### src/rtl/i2c_ee_pkg.sv
package i2c_ee_pkg;
  // Transfer phase of the bit engine
  typedef enum logic [2:0] {
    PH_IDLE,
    PH_RX,
    PH_RX_ACK,
    PH_TX,
    PH_TX_ACK
  } phase_t;

  // Role of the byte currently being received
  typedef enum logic [1:0] {
    RK_CTRL,
    RK_AHI,
    RK_ALO,
    RK_DATA
  } rx_kind_t;

  localparam logic [3:0] DEV_CODE = 4'b1010;
  localparam int SEL_W = 3;

  function automatic rx_kind_t next_kind(rx_kind_t k);
    case (k)
      RK_CTRL: return RK_AHI;
      RK_AHI:  return RK_ALO;
      default: return RK_DATA;
    endcase
  endfunction
endpackage

### src/rtl/i2c_line_sync.sv
module i2c_line_sync #(
  parameter int STAGES = 2
) (
  input  logic clk,
  input  logic rst_n,
  input  logic scl_i,
  input  logic sda_i,
  output logic scl_s,
  output logic sda_s,
  output logic scl_rise,
  output logic scl_fall,
  output logic start_det,
  output logic stop_det
);
  localparam int N = (STAGES < 2) ? 2 : STAGES;

  logic [N-1:0] scl_pipe, sda_pipe;
  logic         scl_q, sda_q;

  // Synchroniser chain per line; the bus idles high
  always_ff @(posedge clk or negedge rst_n) begin
    if (!rst_n) begin
      scl_pipe <= '1;
      sda_pipe <= '1;
      scl_q    <= 1'b1;
      sda_q    <= 1'b1;
    end else begin
      scl_pipe <= {scl_pipe[N-2:0], scl_i};
      sda_pipe <= {sda_pipe[N-2:0], sda_i};
      scl_q    <= scl_pipe[N-1];
      sda_q    <= sda_pipe[N-1];
    end
  end

  assign scl_s     = scl_pipe[N-1];
  assign sda_s     = sda_pipe[N-1];
  assign scl_rise  = scl_s & ~scl_q;
  assign scl_fall  = ~scl_s & scl_q;
  assign start_det = scl_s & scl_q & sda_q & ~sda_s;
  assign stop_det  = scl_s & scl_q & ~sda_q & sda_s;
endmodule

### src/rtl/i2c_hold_timer.sv
module i2c_hold_timer #(
  parameter int HOLD = 8
) (
  input  logic clk,
  input  logic rst_n,
  input  logic arm,
  input  logic cancel,
  output logic fire
);
  localparam int CW = $clog2(HOLD + 1);

  logic [CW-1:0] cnt;

  always_ff @(posedge clk or negedge rst_n) begin
    if (!rst_n)             cnt <= '0;
    else if (cancel)        cnt <= '0;
    else if (arm)           cnt <= CW'(HOLD);
    else if (cnt != '0)     cnt <= cnt - 1'b1;
  end

  assign fire = (cnt == CW'(1));
endmodule

### src/rtl/ee_addr_ptr.sv
module ee_addr_ptr #(
  parameter int AW = 12
) (
  input  logic          clk,
  input  logic          rst_n,
  input  logic          load,
  input  logic [AW-1:0] load_val,
  input  logic          inc,
  output logic [AW-1:0] ptr
);
  // Plain binary increment wraps from all-ones to zero
  always_ff @(posedge clk or negedge rst_n) begin
    if (!rst_n)     ptr <= '0;
    else if (load)  ptr <= load_val;
    else if (inc)   ptr <= ptr + 1'b1;
  end
endmodule

### src/rtl/i2c_eeprom_target.sv
module i2c_eeprom_target
  import i2c_ee_pkg::*;
#(
  parameter int ADDR_W      = 12,
  parameter int SYNC_STAGES = 2,
  parameter int HOLD_CYC    = 8
) (
  input  logic              clk,
  input  logic              rst_n,
  input  logic              scl_i,
  input  logic              sda_i,
  output logic              sda_oe_n,
  input  logic [SEL_W-1:0]  strap_sel,
  input  logic              wr_busy,
  output logic              wr_addr_stb,
  output logic              wr_data_stb,
  output logic              wr_stop_stb,
  output logic [ADDR_W-1:0] wr_addr,
  output logic [7:0]        wr_data,
  output logic              rd_req,
  output logic [ADDR_W-1:0] rd_addr,
  input  logic [7:0]        rd_data
);
  // Read data needs three cycles from the falling edge to reach the shifter
  localparam int HOLD_EFF = (HOLD_CYC < 4) ? 4 : HOLD_CYC;
  localparam int HI_W     = ADDR_W - 8;

  logic scl_s, sda_s, scl_rise, scl_fall, start_det, stop_det, fire;

  i2c_line_sync #(.STAGES(SYNC_STAGES)) u_sync (
    .clk(clk), .rst_n(rst_n), .scl_i(scl_i), .sda_i(sda_i),
    .scl_s(scl_s), .sda_s(sda_s), .scl_rise(scl_rise), .scl_fall(scl_fall),
    .start_det(start_det), .stop_det(stop_det)
  );

  i2c_hold_timer #(.HOLD(HOLD_EFF)) u_hold (
    .clk(clk), .rst_n(rst_n), .arm(scl_fall),
    .cancel(start_det | stop_det), .fire(fire)
  );

  phase_t          phase;
  rx_kind_t        kind;
  logic [3:0]      bitcnt;
  logic [7:0]      shreg;
  logic            rw_bit;
  logic [HI_W-1:0] hi_q;
  logic            wrote;
  logic            mack_n;
  logic            rd_pend;
  logic [ADDR_W-1:0] ptr;

  logic byte_done, ctrl_match, accept, ptr_load, ptr_inc, rd_issue;

  always_comb begin
    byte_done  = (phase == PH_RX) && scl_fall && (bitcnt == 4'd8);
    ctrl_match = (shreg[7:4] == DEV_CODE) && (shreg[3:1] == strap_sel);
    accept     = !wr_busy && ((kind != RK_CTRL) || ctrl_match);
    ptr_load   = byte_done && accept && (kind == RK_ALO);
    rd_issue   = !start_det && !stop_det && scl_fall &&
                 (((phase == PH_RX_ACK) && (kind == RK_CTRL) && rw_bit) ||
                  ((phase == PH_TX_ACK) && !mack_n));
    ptr_inc    = (byte_done && accept && (kind == RK_DATA)) || rd_issue;
  end

  ee_addr_ptr #(.AW(ADDR_W)) u_ptr (
    .clk(clk), .rst_n(rst_n), .load(ptr_load),
    .load_val({hi_q, shreg}), .inc(ptr_inc), .ptr(ptr)
  );

  // Bit engine
  always_ff @(posedge clk or negedge rst_n) begin
    if (!rst_n) begin
      phase       <= PH_IDLE;
      kind        <= RK_CTRL;
      bitcnt      <= '0;
      shreg       <= '0;
      rw_bit      <= 1'b0;
      hi_q        <= '0;
      wrote       <= 1'b0;
      mack_n      <= 1'b1;
      rd_pend     <= 1'b0;
      rd_req      <= 1'b0;
      rd_addr     <= '0;
      wr_addr_stb <= 1'b0;
      wr_data_stb <= 1'b0;
      wr_stop_stb <= 1'b0;
      wr_addr     <= '0;
      wr_data     <= '0;
    end else begin
      wr_addr_stb <= 1'b0;
      wr_data_stb <= 1'b0;
      wr_stop_stb <= 1'b0;
      rd_req      <= rd_issue;
      rd_pend     <= rd_req;
      if (rd_issue) rd_addr <= ptr;

      if (start_det) begin
        phase  <= PH_RX;
        kind   <= RK_CTRL;
        bitcnt <= '0;
        wrote  <= 1'b0;
      end else if (stop_det) begin
        phase       <= PH_IDLE;
        wr_stop_stb <= wrote;
        wrote       <= 1'b0;
      end else begin
        case (phase)
          PH_RX: begin
            if (scl_rise && (bitcnt < 4'd8)) begin
              shreg  <= {shreg[6:0], sda_s};
              bitcnt <= bitcnt + 1'b1;
            end
            if (byte_done) begin
              if (!accept) begin
                phase <= PH_IDLE;
              end else begin
                phase <= PH_RX_ACK;
                case (kind)
                  RK_CTRL: rw_bit <= shreg[0];
                  RK_AHI:  hi_q   <= shreg[HI_W-1:0];
                  RK_ALO: begin
                    wr_addr_stb <= 1'b1;
                    wr_addr     <= {hi_q, shreg};
                  end
                  default: begin
                    wr_data_stb <= 1'b1;
                    wr_addr     <= ptr;
                    wr_data     <= shreg;
                    wrote       <= 1'b1;
                  end
                endcase
              end
            end
          end
          PH_RX_ACK: begin
            if (scl_fall) begin
              bitcnt <= '0;
              if ((kind == RK_CTRL) && rw_bit) begin
                phase <= PH_TX;
              end else begin
                phase <= PH_RX;
                kind  <= next_kind(kind);
              end
            end
          end
          PH_TX: begin
            if (scl_fall) begin
              if (bitcnt == 4'd7) begin
                phase <= PH_TX_ACK;
              end else begin
                shreg  <= {shreg[6:0], 1'b1};
                bitcnt <= bitcnt + 1'b1;
              end
            end
          end
          PH_TX_ACK: begin
            if (scl_rise) mack_n <= sda_s;
            if (scl_fall) begin
              bitcnt <= '0;
              phase  <= mack_n ? PH_IDLE : PH_TX;
            end
          end
          default: ;
        endcase
        // Array data lands two cycles after the request is issued
        if (rd_pend && (phase == PH_TX)) shreg <= rd_data;
      end
    end
  end

  // Open-drain drive, updated only when the hold timer expires
  logic sda_oe_n_q;
  always_ff @(posedge clk or negedge rst_n) begin
    if (!rst_n)                      sda_oe_n_q <= 1'b1;
    else if (start_det || stop_det)  sda_oe_n_q <= 1'b1;
    else if (fire)
      sda_oe_n_q <= !((phase == PH_RX_ACK) || ((phase == PH_TX) && !shreg[7]));
  end
  assign sda_oe_n = sda_oe_n_q;
endmodule

### config.mk
export PLATFORM = sky130hd
export DESIGN_NAME = i2c_eeprom_target
export DESIGN_NICKNAME = d
export VERILOG_FILES = /design/src/rtl/i2c_ee_pkg.sv /design/src/rtl/i2c_line_sync.sv /design/src/rtl/i2c_hold_timer.sv /design/src/rtl/ee_addr_ptr.sv /design/src/rtl/i2c_eeprom_target.sv
export SDC_FILE = /design/constraint.sdc
export NUM_CORES = 1
export LEC_CHECK = 0
export ABC_AREA = 1
export BUFFER_PORTS_ARGS = -buffer_cell sky130_fd_sc_hd__buf_2
export CAP_MARGIN = 20
export CORE_ASPECT_RATIO = 1.1
export CORE_MARGIN = 2
export CORE_UTILIZATION = 30
export CTS_BUF_LIST = sky130_fd_sc_hd__clkbuf_16
export CTS_CLUSTER_DIAMETER = 100
export DETAILED_ROUTE_END_ITERATION = 7
export PLACE_DENSITY = 0.45
export SETUP_SLACK_MARGIN = 0.5
export SYNTH_ARGS = -nofsm -noshare
export SYNTH_HDL_FRONTEND = slang
export SYNTH_SLANG_ARGS = --single-unit
### constraint.sdc
create_clock -name clk -period 1.5 [get_ports clk]
set_input_delay 0.3 -clock clk [delete_from_list [all_inputs] [get_ports clk]]
set_output_delay 0.3 -clock clk [all_outputs]
set_load 0.01 [all_outputs]
==> results.md <==
* Synth-to-layout area growth at 62.8%
* Final Cycle Share at 1.13
* Hold depth at 1
* Required time worst endpoint at 1.77 ns
* Gpl congestion at 0.835
* Max_slew headroom at 0.715
* Top FF cell, synth: dfrtp_1
* Starting density of the core at 0.305
* Die Y at 130 µm
* H-tree levels at 3
* Critical path class: register to register
* CTS Root Cell: clkbuf_16
* Post-Layout Inst Area at 7080 µm²
* # rows at 46
* Max rail drop VDD at 0.619 mV
* Slowest stage delay, CP at 0.57 ns
* R2R cell count at 10
* Top delay family on crit path: flip-flops
* Core footprint at 14300 µm²
* Syn. warnings at 0
* Worst hold path type: input port to register
* Slowest stage cell, crit path: dfstp_2
* Count of cell types in the netlist at 38
* Antenna Cells at 0
* Share of cells above drive strength 1 at 0.499
* Gr ovfl total at 0
* TritonCTS clock tree: yes
* CP cell instances: buf_6, inv_4, nand2_4, buf_12, buf_6, nand3_4, o211ai_1, buf_4, nand2_1, o21ai_2
* DRT iter0 DRCs at 241
* Placed instance area at 5390 µm²
* Latest clock arrival within the worst-skew pair at 0.35 ns
* Overall Global Routing Usage at 0.179
* Register area share after synthesis at 0.486
* Reg area at 2110 µm²
* Via-to-Cell Ratio at 4.59
* CP max FO at 6
* Routed Antenna Nets at 0
* Syn nets at 559
* CTS Buffer Depth at 2
* Yosys reg bits at 84
* Asr flop ratio synth at 1.00
* Data arrival, critical path at 1.97 ns
* Largest net degree at the start of global routing at 36
* Kind of end point of the critical path: register
* Leakage at 3.61 nW
* Top Ports at 53
* Fillers at 1396
* Synth top area cells: dfrtp_1, nand2_1, inv_1
* MaxCap Viol Count at 0
* Routed WL at 13600 µm
* Worst Path Buf+Inv at 5
* Drc violations at 0
* Status: complete, but fails checks
* Top cell type's share of synthesized area at 0.437
* PD cells at 1450 nW/µm²
* Crit start category: register
* Max-slew violation count at 0
* Die Width at 119 µm
* Routed len/inst at 14.7 µm
* Largest area contributor in the netlist: dfrtp_1
* PortBufs at 52
* Syn Area/Cell at 8.08 µm²
* Post-Syn Instances at 538
* Via count at 4268
* Final Core Density at 0.496
* First-pass GRT wire length at 21800 µm
* Setup WS post-layout at -0.200 ns
* First-pass detailed-route iteration total at 4
* Clock transition at the registers of the reported paths at 0.06 ns
* Multi-input logic area at 2460 µm²
* Clock Sinks at 84
* Die area at 15500 µm²
* Vias in the first global route at 4280
* Num CTS Buffers at 9
* Final min period at 1.70 ns
* Final hold vios at 0
* Crit path depth at 10
* Post-synth EDFFs at 0
* # nets final at 754
* Slew @ Worst Pin at 0.426 ns
* HPWL Detailed at 8830 µm
* Initial antenna violation count at 0
* Mapped Area at 4350 µm²
* Clock skew at 0.00618 ns
* Setup violations, final at 70
* Cell mode on critical path: buf_6
* Violated checks: setup timing
* Setup WS pre-CTS at -0.324 ns
* RSZ-0062 raised after global routing: true
* Achievable Freq at 588 MHz
* WHS at 0.0481 ns
## path summary, 6_finish.rpt
kind	start	endpoint	slack, ns
min in group asynchronous	rst_n	u_hold.cnt[0]	0.38
hold reg to reg	u_sync.sda_pipe[0]	u_sync.sda_pipe[1]	0.36
setup reg to reg	u_sync.scl_pipe[1]	phase[2]	-0.20
setup / recovery	u_sync.scl_pipe[1]	phase[2]	-0.20
max in group asynchronous	rst_n	rd_addr[1]	0.65
hold / removal	scl_i	u_sync.scl_pipe[0]	0.05
## synth_stat cells, drive strengths merged (8+ instances only)
cell,count
o21ai,57
inv,63
buf,15
dfrtp,76
a21oi,9
xor2,9
dfstp,8
nand3,30
nand4,22
nor2,35
nand2,182
## layout make-up
| class | instances | share of cell area |
|---|---|---|
| Multi-Input combinational cell | 376 | 0.348 |
| Clock inverter | 7 | 0.00831 |
| Sequential cell | 84 | 0.299 |
| Inverter | 63 | 0.0380 |
| Tap cell | 192 | 0.0339 |
| Clock buffer | 9 | 0.0318 |
| Timing Repair Buffer | 199 | 0.242 |
## per-layer routing
| layer | vias to the layer above | GRT usage | share of wire |
|---|---|---|---|
| met5 | - | 0 | 0 |
| met4 | 0 | 0.0651 | 0.012 |
| met3 | 11 | 0.0323 | 0.041 |
| met2 | 72 | 0.295 | 0.49 |
| met1 | 2050 | 0.238 | 0.45 |
| li1 | 2135 | - | - |
## stage by stage
| stage | TNS [ns] | std cells | total power, W |
|---|---|---|---|
| after floorplan | -1.60 | 538 | 0.00524 |
| after global placement | -12.47 | 837 | 0.00659 |
| after detailed placement | -13.07 | 837 | 0.00664 |
| after CTS | -7.21 | 908 | 0.00966 |
| after global routing | -15.54 | 930 | 0.0110 |
| final | -9.26 | 930 | 0.0102 |
## registers in the layout, summed over array words and instances (netlist names), 2 cells and up
register	flops
phase	3
wr_addr	12
u_hold.cnt	4
hi_q	4
u_sync.scl_pipe	2
rd_addr	12
shreg	8
kind	2
u_sync.sda_pipe	2
u_ptr.ptr	12
wr_data	8
bitcnt	4
## timing repair
item	CTS	global route
hold buffers	1	0
hold endpoints to repair	14	0
gates resized for setup	117	86
pin swaps	27	30
cloned	7	2
endpoints found under the setup margin	114	149
setup buffers	47	20
## placed cells by master, fill, tap and decap left out, types with 7 or more instances in the layout
| cell type | synthesis | routed |
|---|---|---|
| nand2_2 | 8 | 33 |
| nand2_1 | 172 | 125 |
| o211ai_1 | 7 | 7 |
| inv_2 | 6 | 12 |
| nor2_1 | 29 | 17 |
| nand4_1 | 22 | 22 |
| nand3_1 | 27 | 15 |
| dfstp_2 | 8 | 8 |
| buf_6 | 2 | 26 |
| dfrtp_1 | 76 | 75 |
| nor2_4 | 4 | 11 |
| o21ai_1 | 11 | 27 |
| o21ai_0 | 38 | 8 |
| o21ai_2 | 8 | 22 |
| clkbuf_16 | 0 | 10 |
| inv_1 | 57 | 46 |
| buf_4 | 3 | 105 |
| buf_2 | 9 | 50 |
| nand2_4 | 2 | 24 |
| buf_12 | 0 | 8 |
| nand3_2 | 2 | 9 |
| xor2_1 | 9 | 9 |
## where the power goes
| group | total, W | internal (W) | switching, W |
|---|---|---|---|
| combinational | 0.00494 | 0.00224 | 0.00270 |
| sequential | 0.00310 | 0.00275 | 0.000355 |
| clock | 0.00219 | 0.00127 | 0.000922 |
## cells by family after synthesis
group           count (synthesis)  synth area share
buf+inv                        80            0.0777
flops                          84             0.486
simple gates                  281             0.296
mux                             1           0.00230
fa+ha+maj                       5            0.0144
xor+xnor                       10            0.0201
compound gates                 77             0.104
(Power assumes the default switching activity.)
